[src/rtl/irq_deliver.sv]
module irq_deliver #(
  parameter int LVL_W  = 6,
  parameter int STAT_W = 32,
  parameter int IP_LSB = 10,
  parameter int IE_BIT = 0
) (
  input  logic              clk,
  input  logic              rst,
  input  logic              rst_req,
  input  logic              nmi_req,
  input  logic              lvl_evt,
  input  logic [LVL_W-1:0]  lvl_val,
  input  logic [STAT_W-1:0] status_i,
  input  logic              boundary,
  output logic [LVL_W-1:0]  cause_ip,
  output logic              exc_nmi_rst,
  output logic              exc_int
);
  localparam int IP_MSB = IP_LSB + LVL_W - 1;

  logic             pend_rst, pend_nmi, lvl_mark, armed;
  logic [LVL_W-1:0] pend_lvl, cause_q;

  wire             evt_any  = rst_req | nmi_req | lvl_evt;
  wire             eval     = boundary & armed;
  wire             take_rst = eval & pend_rst;
  wire             take_nmi = eval & ~pend_rst & pend_nmi;
  wire             take_lvl = eval & ~pend_rst & ~pend_nmi & (lvl_mark | (|pend_lvl));
  wire [LVL_W-1:0] imask    = status_i[IP_MSB:IP_LSB];
  wire             ien      = status_i[IE_BIT];
  wire             lvl_hit  = take_lvl & ~lvl_mark & ien & (|(pend_lvl & imask));
  wire             retry    = take_lvl & ~lvl_mark & ~lvl_hit;

  assign exc_nmi_rst = take_rst | take_nmi;
  assign exc_int     = lvl_hit;
  assign cause_ip    = cause_q;

  always_ff @(posedge clk) begin
    if (rst) begin
      pend_rst <= 1'b0;
      pend_nmi <= 1'b0;
      lvl_mark <= 1'b0;
      pend_lvl <= '0;
      cause_q  <= '0;
      armed    <= 1'b0;
    end else begin
      pend_rst <= rst_req | (pend_rst & ~take_rst);
      pend_nmi <= nmi_req | (pend_nmi & ~take_nmi);
      if (lvl_evt) begin
        lvl_mark <= (lvl_val == '0);
        pend_lvl <= lvl_val;
      end else if (take_lvl) begin
        lvl_mark <= 1'b0;
        if (lvl_hit) pend_lvl <= '0;
      end
      if (take_lvl) cause_q <= lvl_mark ? '0 : pend_lvl;
      armed <= evt_any | (armed & ~(boundary & ~retry));
    end
  end
endmodule


[config.mk]
export PLATFORM = sky130hd
export DESIGN_NAME = irq_deliver
export DESIGN_NICKNAME = d
export VERILOG_FILES = /design/src/rtl/irq_deliver.sv
export SDC_FILE = /design/constraint.sdc
export NUM_CORES = 1
export LEC_CHECK = 0
export ABC_CLOCK_PERIOD_IN_PS = 5200
export CAP_MARGIN = 20
export CORE_UTILIZATION = 55
export CTS_CLUSTER_SIZE = 28
export DETAILED_ROUTE_END_ITERATION = 10
export DONT_BUFFER_PORTS = 1
export PLACE_DENSITY = 0.7
export SLEW_MARGIN = 20
export SYNTH_ARGS = -nofsm -noshare
export SYNTH_HDL_FRONTEND = slang
export SYNTH_SLANG_ARGS = --single-unit
export TNS_END_PERCENT = 1
[constraint.sdc]
create_clock -name clk -period 5.2 [get_ports clk]
set_clock_uncertainty 0.2 [all_clocks]
set_input_delay 0.26 -clock clk [delete_from_list [all_inputs] [get_ports clk]]
set_output_delay 0.26 -clock clk [all_outputs]
set_load 0.01 [all_outputs]
==> metrics.csv <==
metric,value,unit
result of the run,finished clean,
total die area,1560,um^2
final-report setup violation count,0,
final worst hold slack,0.0157,ns
clk slew on worst S/H paths,0.09,ns
number of max-capacitance violations reported,0,
CP Max Fanout,8,
maximum count of clock buffers along a single path,2,
Chip Height,39.4,um
Power Dens Cells,254,nW/um^2
placed wire-length estimate,1160,um
layout net count,139,
worst supply voltage drop on vdd,0.174,mV
post-synthesis to final-layout area growth,15.9,%
leading register cell type out of synthesis,dfxtp_1,
synthesis warning total,0,
slowest stage cell on the critical path,or4_4,
number of gates resized after CTS,0,
library cells used by synthesis,23,
share of layout cells above drive strength 1,20.4,%
Required @ worst endpoint,4.74,ns
gp weighted congestion,0.717,
number of buffers inserted during clock tree synthesis,3,
pin count of the biggest net entering global routing,24,
Clock H-tree levels,1,
aggregate global routing overflow,0,
area fraction of the dominant cell type after synthesis,41.6,%
Core Footprint,1300,um^2
static power due to leakage,0.308,nW
ranking of synthesized cells by instance count,"dfxtp_1 (16), nand2_1 (13), a21oi_1 (8)",
data arrival at the endpoint of the critical path,1.84,ns
wire length per cell after detailed routing,15.2,um
sink count of the clock tree,16,
Tightest Pin Transition,0.845,ns
count of pins on the block boundary,52,
minimum clock period,2.30,ns
residual antenna-violating net count after detailed routing,0,
most common cell in the synthesized netlist,dfxtp_1,
synthesized instance count,84,
"Avg Cell Area, Syn",9.18,um^2
initial core utilization,59.2,%
class of the tightest hold or removal check,input port to flop,
crit path launch type,flop,
first-pass GRT wire length,2530,um
number of flops mapped to enable cells by yosys,0,
"Hold Violations, Final",0,
most area-consuming cells after synthesis,"dfxtp_1 (42%), o22ai_2 (9.7%), or3b_2 (6.8%)",
sequential fraction of the synthesis area,41.6,%
clk_lat worst skew,0.28,ns
vias post-DR,650,
crit path cell chain,or4_4 > o41ai_4 > nor3b_4,
RSZ-0062 raised after global routing,no,
maximum operating frequency,434,MHz
Antenna diodes,0,
dominant cell type by area after synthesis,dfxtp_1,
Async SR Flop Fraction,0,%
Max transition margin,43.5,%
clock root buffer,clkbuf_4,
count of TritonRoute iterations in the first routing pass,4,
Total Wirelength,1640,um
Remaining DRCs,0,
total negative slack for setup checks,0,ns
number of buffers added on ports,0,
category of the most critical setup path,flop to output port,
Final Slew Violations,0,
mapped cell area,771,um^2
crit end category,output port,
number of antenna violations at the first check in global routing,0,
CTS tree,built,
vias in the first global route,600,
syn nets,128,
"Period Utilization, post-route",44.3,%
number of flip-flops and latches in the synthesized netlist,16,
total global-route track usage,25.0,%
Avg Vias per Cell,6.02,
number of DRC markers after the initial detailed-route iteration,10,
Die W,39.4,um
Core Rows,13,
largest stage delay on the critical path,0.55,ns
sequential cells by signal, summed over array words and instances, names as in the netlist:
signal,count
cause_ip,6
pend_nmi,1
pend_rst,1
pend_lvl,6
lvl_mark,1
armed,1
power breakdown:
group	leakage [nW]	internal, W	switching [W]
logic	0.163	0.0000160	0.0000136
registers	0.131	0.000128	0.00000599
clock network	0.0138	0.0000269	0.0000368
total	0.308	0.000171	0.0000564
through the flow:
stage / area (um^2) / instances / total power [W] / utilization, % / setup slack, ns
2_1_floorplan: 771 / 84 / 0.000156 / - / 3.35
3_3_place_gp: 771 / 95 / 0.000156 / 59.2 / 3.20
3_5_place_dp: 771 / 95 / 0.000157 / 59.2 / 3.21
4_1_cts: 893 / 108 / 0.000228 / 68.7 / 2.89
5_1_grt: 893 / 108 / 0.000238 / 68.7 / 2.80
6_report: 893 / 108 / 0.000227 / 68.7 / 2.90
worst max-delay path: cells and delay by family (launching register included):
family / cells / cell delay [ns]
AO/OA/AOI/OAI: 1 / 0.47
AND/OR/NAND/NOR: 2 / 0.73
flip-flops: 1 / 0.35
timing repair:
| item | in CTS | in global routing |
|---|---|---|
| hold endpoints to repair | 16 | 0 |
| hold buffers | 10 | 0 |
| setup buffers | 0 | 0 |
final timing paths:
| check | startpoint | end | slack, ns | cells past startpoint |
|---|---|---|---|---|
| setup reg to reg | pend_lvl[3]$_SDFFE_PP0P_ | pend_lvl[5]$_SDFFE_PP0P_ | 3.24 | 4 |
| setup / recovery | pend_lvl[3]$_SDFFE_PP0P_ | exc_int | 2.90 | 3 |
| hold / removal | status_i[0] | armed$_SDFF_PP0_ | 0.02 | 3 |
| hold reg to reg | cause_ip[1]$_SDFFE_PP0N_ | cause_ip[1]$_SDFFE_PP0N_ | 0.30 | 2 |
per-layer routing:
layer	track usage (%)	share of wire [%]	vias up
met5	0	0	-
met4	7.76	0.73	0
met3	10.8	5.7	2
li1	-	-	327
met1	29.2	43	301
met2	40.6	50	20
cells in the final DEF, fill, tap and decap left out, types with 3 or more instances in the layout:
master         Yosys  routed
dfxtp_1           16      16
nand2_1           13      13
dlygate4sd3_1      0      10
a21oi_1            8       8
nand3_1            6       6
or3b_2             6       6
o22ai_2            6       6
nor2_1             5       5
a22oi_1            3       3
inv_1              3       3
clkbuf_4           0       3
cell type report:
cell class                 instances  area (um^2)
tap                               15         18.8
sequential                        16          320
fill                             125          408
multi-input combinational         61          420
inverter                           3         11.3
timing repair buffer              10          100
clock buffer                       3         22.5
logic make-up (layout without fill, tap and decap cells):
| logic type | after synthesis | in the layout | share of synthesized area, % |
|---|---|---|---|
| AO/OA/AOI/OAI | 23 | 23 | 25.3 |
| AND/OR/NAND/NOR | 38 | 38 | 29.2 |
| flip-flops | 16 | 16 | 41.6 |
| buffers and inverters | 7 | 16 | 3.90 |
Note: power is estimated with default switching activity, not from simulation.
